<file path="src/rtl/combo_lock_pkg.sv">
package combo_lock_pkg;

    localparam int NUM_STEPS = 3;
    localparam int STATE_W   = NUM_STEPS + 1;
    localparam int IDX_W     = 2;

    typedef enum logic [STATE_W-1:0] {
        ST_ERR   = 4'b0000,
        ST_STEP0 = 4'b0001,
        ST_STEP1 = 4'b0010,
        ST_STEP2 = 4'b0100,
        ST_OPEN  = 4'b1000
    } lock_state_e;

    typedef logic [NUM_STEPS-1:0] digit_sel_t;

    function automatic logic [IDX_W-1:0] step_of(input lock_state_e s);
        logic [IDX_W-1:0] idx;
        case (s)
            ST_STEP0: idx = 2'd0;
            ST_STEP1: idx = 2'd1;
            ST_STEP2: idx = 2'd2;
            default:  idx = 2'd3;
        endcase
        return idx;
    endfunction

endpackage

</file>
<file path="src/rtl/combo_lock_digit_path.sv">
module combo_lock_digit_path
    import combo_lock_pkg::*;
#(
    parameter int VAL_W = 4,
    parameter logic [NUM_STEPS*VAL_W-1:0] CODE = '0
) (
    input  digit_sel_t       sel,
    input  logic [VAL_W-1:0] val_in,
    output logic             match
);
    logic [VAL_W-1:0] masked [NUM_STEPS];
    logic [VAL_W-1:0] picked;

    for (genvar g = 0; g < NUM_STEPS; g++) begin : g_digit
        assign masked[g] = sel[g] ? CODE[g*VAL_W +: VAL_W] : '0;
    end

    always_comb begin
        picked = '0;
        for (int i = 0; i < NUM_STEPS; i++) begin
            picked = picked | masked[i];
        end
    end

    assign match = (val_in == picked);
endmodule

</file>
<file path="src/rtl/combo_lock_ctrl.sv">
module combo_lock_ctrl
    import combo_lock_pkg::*;
(
    input  logic        clk,
    input  logic        rst,
    input  logic        val_stb,
    input  logic        match,
    output lock_state_e state_q
);
    lock_state_e state_d;

    always_comb begin
        state_d = state_q;
        case (state_q)
            ST_STEP0, ST_STEP1, ST_STEP2: begin
                if (val_stb) begin
                    // one-hot advance is a left shift of the state
                    state_d = match ? lock_state_e'(state_q << 1) : ST_ERR;
                end
            end
            ST_OPEN: state_d = ST_OPEN;
            ST_ERR:  state_d = ST_ERR;
            default: state_d = ST_STEP0;
        endcase
    end

    always_ff @(posedge clk) begin
        if (rst) begin
            state_q <= ST_STEP0;
        end else begin
            state_q <= state_d;
        end
    end
endmodule

</file>
<file path="src/rtl/combo_lock.sv">
module combo_lock
    import combo_lock_pkg::*;
#(
    parameter int VAL_W  = 4,
    parameter int CODE_1 = 3,
    parameter int CODE_2 = 4,
    parameter int CODE_3 = 2
) (
    input  logic             clk,
    input  logic             rst,
    input  logic [VAL_W-1:0] val_in,
    input  logic             val_stb,
    output logic             door_open,
    output logic [1:0]       step_idx
);
    localparam logic [NUM_STEPS*VAL_W-1:0] CODE =
        {CODE_3[VAL_W-1:0], CODE_2[VAL_W-1:0], CODE_1[VAL_W-1:0]};

    lock_state_e state_q;
    digit_sel_t  digit_sel;
    logic        match;

    assign digit_sel = state_q[NUM_STEPS-1:0];
    assign door_open = state_q[STATE_W-1];
    assign step_idx  = step_of(state_q);

    combo_lock_digit_path #(
        .VAL_W (VAL_W),
        .CODE  (CODE)
    ) u_path (
        .sel    (digit_sel),
        .val_in (val_in),
        .match  (match)
    );

    combo_lock_ctrl u_ctrl (
        .clk     (clk),
        .rst     (rst),
        .val_stb (val_stb),
        .match   (match),
        .state_q (state_q)
    );
endmodule

</file>
<file path="config.mk">
export PLATFORM = sky130hd
export DESIGN_NAME = combo_lock
export DESIGN_NICKNAME = d
export VERILOG_FILES = /design/src/rtl/combo_lock_pkg.sv /design/src/rtl/combo_lock_digit_path.sv /design/src/rtl/combo_lock_ctrl.sv /design/src/rtl/combo_lock.sv
export SDC_FILE = /design/constraint.sdc
export NUM_CORES = 1
export LEC_CHECK = 0
export BUFFER_PORTS_ARGS = -buffer_cell sky130_fd_sc_hd__clkbuf_2
export CAP_MARGIN = 20
export CORE_AREA = 4 4 41 43
export DETAILED_ROUTE_END_ITERATION = 16
export DIE_AREA = 0 0 45 47
export SYNTH_ARGS = -nofsm -noshare
export SYNTH_HDL_FRONTEND = slang
export SYNTH_HIERARCHICAL = 1
export SYNTH_SLANG_ARGS = --single-unit
</file>
<file path="constraint.sdc">
create_clock -name clk -period 3.35 [get_ports clk]
set_input_delay 0.1675 -clock clk [delete_from_list [all_inputs] [get_ports clk]]
set_output_delay 0.1675 -clock clk [all_outputs]
set_load 0.05 [all_outputs]
</file>
==> results.toml, run 1 <==
[clock_tree]
clockBufferDepth = 2
cts.sinks = 4
cts_tree = "done"
cts_buffers = 3
clockRootBuffer = "clkbuf_4"
cts_resized = 0
cts_setup_buffers = 0
path_clk_slew_ns = 0.04
clk_latency_ns = 0.23
htreeDepth = 1
hold_buffers = 0

[finish]
design_area_um2 = 355
drive_above_1_share = 0.333
fin_cells = 57
diodes = 0
largest_register_ffs = 4
syn_to_final_growth_pct = 32.1
nets = 51
top_register = "u_ctrl/state_q"
fin_util = 0.273
largestRegisters = "u_ctrl/state_q x4"

[detailed_routing]
routed_wl_um = 558
viasPerCell = 4.54
dr.pass1.iters = 4
wl_met2_um = 238
ant_nets = 0
post_drt_wl_per_cell_um = 9.79
wl_met3_um = 60
wl_met1_um = 258
drc = 0
highest_layer = "met3"
vias = 259
drt_iter0_markers = 2

[logic_synthesis]
synth-edff-count = 0
syn_area_per_cell_um2 = 8.97
syn_nets = 37
synth_seq_area_share = 0.298
synth_warnings = 6
async_reset_ff_frac = 0
synth_area_leaders = "dfxtp_1 (30%), xor2_1 (9.8%), nand2b_1 (7.0%)"
yosys_register_bits = 4
syn_area_um2 = 269
syn_inst = 30
yosysMostFrequentCell = "dfxtp_1"
ys_top_cells_by_count = "dfxtp_1 (4), nand2b_1 (3), nand3_1 (3), xor2_1 (3)"
yosysTopAreaCell = "dfxtp_1"
yosysTopAreaCellShare = 0.298
synth.distinct_cells = 17
synthFlopType = "dfxtp_1"

[placed_design]
gp_congestion = 0.695
dp.final_hpwl_um = 419
dp.cells = 54
preCtsSetupSlack_ns = 1.70
place_area_um2 = 333
io_buffers = 9

[floorplan]
fp.coreArea_um2 = 1300
ioPinCount = 10
die_y_um = 47
dieArea_um2 = 2120
num_rows = 13
die_w_um = 45
initial_utilization = 0.207

[min_path]
holdCritPathClass = "in2reg"
hold_start = "rst"
hold_depth = 2
min_to = "u_ctrl/state_q[3]$_SDFFE_PP0P_"

[sta]
max_freq_mhz = 607
finalClockSkew_ns = 0.00534
report.final.slew_viol_count = 0
max_slew_margin = 0.754
finalHoldViolCount = 0
hold_ws_ns = 0.137
rsz0062_at_grt = "false"
finalCriticalPeriod_ns = 1.65
setup_violations = 0
post-route-period-util = 0.492
tightest_slew_ns = 0.368
setup_slack_ns = 1.70
fin_tns_setup_ns = 0

[worst_setup_path]
cp_top_family = "compound AO/OA/AOI/OAI gates"
critPathBufInv = 0
end_kind = "register"
rr_worst_depth = 5
crit_required_ns = 3.48
regToRegSetupSlack_ns = 1.70
worstReg2RegEnd = "u_ctrl/state_q[3]$_SDFFE_PP0P_"
crit_chain = "xor2_1 > o31a_1 > nor3_2 > nand4b_1 > a2111oi_2"
critPathMaxFanout = 10
max_stage_delay_ns = 0.50
worstPathArrival_ns = 1.78
timing.rr.start = "u_ctrl/state_q[2]$_SDFFE_PP0P_"
slowest_stage = "dfxtp_1"
crit_type = "reg2reg"
cp-start-kind = "register"

[global_routing]
grt_pass1_vias = 207
gr-total-overflow = 0
antenna_found_initial = 0
grt_max_degree = 11
grt_usage = 0.0656
grt_pass1_wl_um = 890

[run_status]
status = "finished, final reports clean"

[pwr]
power_uw = 133
powerDensity_nw_per_um2 = 374
peakVddDrop_uv = 253
p_leak_nw = 0.141

[job]
drv_cap = 0
kinds of logic after synthesis:
| group | count (synthesis) | synth area share |
|---|---|---|
| flip-flops | 4 | 0.298 |
| AO/OA/AOI/OAI | 9 | 0.256 |
| AND/OR/NAND/NOR | 12 | 0.284 |
| XOR/XNOR | 5 | 0.163 |
layer usage:
metal / global-route usage / vias up
met5: 0 / -
met4: 0.0175 / 0
met3: 0.0805 / 0
met2: 0.0791 / 7
met1: 0.0705 / 114
li1: - / 138
worst max-delay path by stage:
stage	startpoint	to	slack (ns)	cells after the start
2_1_floorplan	u_ctrl/state_q[2]$_SDFFE_PP0P_	u_ctrl/state_q[3]$_SDFFE_PP0P_	1.83	5
3_3_place_gp	u_ctrl/state_q[2]$_SDFFE_PP0P_	u_ctrl/state_q[3]$_SDFFE_PP0P_	1.71	5
3_5_place_dp	u_ctrl/state_q[2]$_SDFFE_PP0P_	u_ctrl/state_q[3]$_SDFFE_PP0P_	1.70	5
4_1_cts	u_ctrl/state_q[2]$_SDFFE_PP0P_	u_ctrl/state_q[3]$_SDFFE_PP0P_	1.68	5
5_1_grt	u_ctrl/state_q[2]$_SDFFE_PP0P_	u_ctrl/state_q[3]$_SDFFE_PP0P_	1.55	5
6_report	u_ctrl/state_q[2]$_SDFFE_PP0P_	u_ctrl/state_q[3]$_SDFFE_PP0P_	1.70	5
layout by cell type, fill, tap and decap left out, drive strengths merged:
cell type  synthesis  routed
a2111oi            1       1
or3                2       2
nor2               1       1
or2b               1       1
o31a               1       1
o21bai             1       1
a21oi              2       2
xor2               3       3
xnor2              2       2
o211ai             1       1
nor3               1       1
nand4b             1       1
nand3              3       3
nand2b             3       3
a211oi             2       2
dfxtp              4       4
clkbuf             0      12
o21ai              1       1
layout make-up:
| class | count | area, µm² |
|---|---|---|
| Clock buffer | 3 | 22.5 |
| Fill cell | 157 | 946 |
| Timing Repair Buffer | 9 | 45.0 |
| Multi-Input combinational cell | 26 | 189 |
| Sequential cell | 4 | 80.1 |
| Tap cell | 15 | 18.8 |
where the power goes:
group          leakage, nW  internal (mW)  switching [mW]
combinational       0.0944        0.00952          0.0138
clock               0.0138         0.0399          0.0177
sequential          0.0326         0.0490         0.00304
Power figures use the tool's default switching activity.
==> run 2, diff against run 1 <==
clock period = 1.3 ns   (was 3.35 ns; I/O delays follow)
==> run 2 against run 1 <==
  * The run now ends with negative setup slack left
  * Wire length up 27%
  * First-iteration DRC count grew to 3.0 times the previous value
  * Clock power grew to 2.6 times the previous value
  * Hold slack worse by 0.11 ns
  * Die area stayed put
  * Clock-buffer cell count unchanged
  * Critical path type unchanged
  * Final cell count rose by 12%
  * Maximum frequency rose by 17%
  * Largest power group unchanged
  * Worst setup slack worse by 1.8 ns
==> results.toml, run 2 (same netlist as run 1, synthesis figures left out) <==
[sta]
setup_slack_ns = -0.113
tightest_slew_ns = 0.298
finalCriticalPeriod_ns = 1.41
rsz0062_at_grt = "true"
finalHoldViolCount = 0
fin_tns_setup_ns = -0.287
setup_violations = 3
finalClockSkew_ns = 0.00354
max_freq_mhz = 708
post-route-period-util = 1.09
max_slew_margin = 0.801
report.final.slew_viol_count = 0

[finish]
diodes = 0
largest_register_ffs = 4
nets = 58
top_register = "u_ctrl/state_q"
fillCellCount = 139
fin_util = 0.364
register_area_um2 = 83.8
drive_above_1_share = 0.633
largestRegisters = "u_ctrl/state_q x4"
mostFrequentLayoutCells = "clkbuf_2 (7), buf_4 (5)"
multi_input_area_um2 = 224
syn_to_final_growth_pct = 76.3
final_common_cell = "clkbuf_2"

[clock_tree]
cts_buffers = 3
clockRootBuffer = "clkbuf_4"
cts.sinks = 4
hold_buffers = 0
clockBufferDepth = 2
cts_tree = "done"
path_clk_slew_ns = 0.04
htreeDepth = 1
clk_latency_ns = 0.23

[floorplan]
num_rows = 13
ioPinCount = 10
fp.coreArea_um2 = 1300
initial_utilization = 0.207
dieArea_um2 = 2120
die_w_um = 45
die_y_um = 47

[pwr]
peakVddDrop_uv = 481
p_leak_nw = 0.192
powerDensity_nw_per_um2 = 802

[run_status]
violations = "negative setup slack"
status = "finished with violations"

[worst_setup_path]
critPathMaxFanout = 2
worstPathArrival_ns = 1.54
cp_top_family = "compound AO/OA/AOI/OAI gates"
crit_required_ns = 1.43
cp-start-kind = "register"
max_stage_delay_ns = 0.31
crit_chain = "xor2_1 > o31a_1 > nor3_2 > nand4b_1 > a2111oi_2"
end_kind = "register"
crit_type = "reg2reg"
critPathBufInv = 0
slowest_stage = "dfxtp_2"

[detailed_routing]
dr.pass1.iters = 4
drc = 0
vias = 310
drt_iter0_markers = 6
routed_wl_um = 709
ant_nets = 0
post_drt_wl_per_cell_um = 11.1
viasPerCell = 4.84

[global_routing]
grt_pass1_wl_um = 1170
grt_usage = 0.0806
gr-total-overflow = 0
grt_pass1_vias = 302
grt_max_degree = 10
antenna_found_initial = 0

[min_path]
holdCritPathClass = "in2reg"

[placed_design]
gp_congestion = 0.765
dp.final_hpwl_um = 483
io_buffers = 9

[job]
drv_cap = 0
[run 2: changes by cell type in the layout (fill, tap and decap cells not counted), sizes merged]
cell	before	now
buf	0	9
clkbuf	12	10
[run 2: metal layers]
metal	vias to the layer above	part of all wire	wire length, µm	GRT usage
met4	0	0	0	0.0351
met3	0	0.061	43	0.0575
met5	-	0	0	0
met2	10	0.53	375	0.136
met1	148	0.41	290	0.0750
li1	152	-	-	-
[run 2: power breakdown]
| part | total (mW) | internal, mW | switching, mW |
|---|---|---|---|
| clock network | 0.151 | 0.103 | 0.0475 |
| logic | 0.100 | 0.0503 | 0.0501 |
| registers | 0.129 | 0.127 | 0.00265 |
[run 2: what timing repair did]
item,4_1_cts,5_1_grt
gates resized for setup,8,9
endpoints found under the setup margin,4,5
pin swaps,2,3
setup buffers,0,2
[run 2: final timing paths]
check | start | to | slack (ns) | cells past startpoint
worst max-delay path | u_ctrl/state_q[2]$_SDFFE_PP0P_ | u_ctrl/state_q[3]$_SDFFE_PP0P_ | -0.11 | 5
worst min-delay path | rst | u_ctrl/state_q[3]$_SDFFE_PP0P_ | 0.03 | 2
worst max register to register | u_ctrl/state_q[2]$_SDFFE_PP0P_ | u_ctrl/state_q[3]$_SDFFE_PP0P_ | -0.11 | 5
worst min register to register | u_ctrl/state_q[3]$_SDFFE_PP0P_ | u_ctrl/state_q[3]$_SDFFE_PP0P_ | 0.60 | 2
[run 2: area by class of cell]
| type | count | area share |
|---|---|---|
| timing repair buffer | 16 | 0.264 |
| clock buffer | 3 | 0.0475 |
| tap | 15 | 0.0396 |
| multi-input combinational | 26 | 0.472 |
| sequential | 4 | 0.177 |
[run 2: metrics by stage]
stage | instance area, µm² | worst slack, ns | hold slack, ns | total power [mW] | std cells
2_1_floorplan | 270 | -0.136 | 0.134 | 0.175 | 30
5_1_grt | 474 | -0.212 | 0.0251 | 0.407 | 64
6_report | 474 | -0.113 | 0.0317 | 0.380 | 64
3_3_place_gp | 372 | -0.126 | 0.276 | 0.202 | 59
3_5_place_dp | 372 | -0.123 | 0.272 | 0.202 | 59
4_1_cts | 425 | -0.128 | 0.0248 | 0.371 | 62
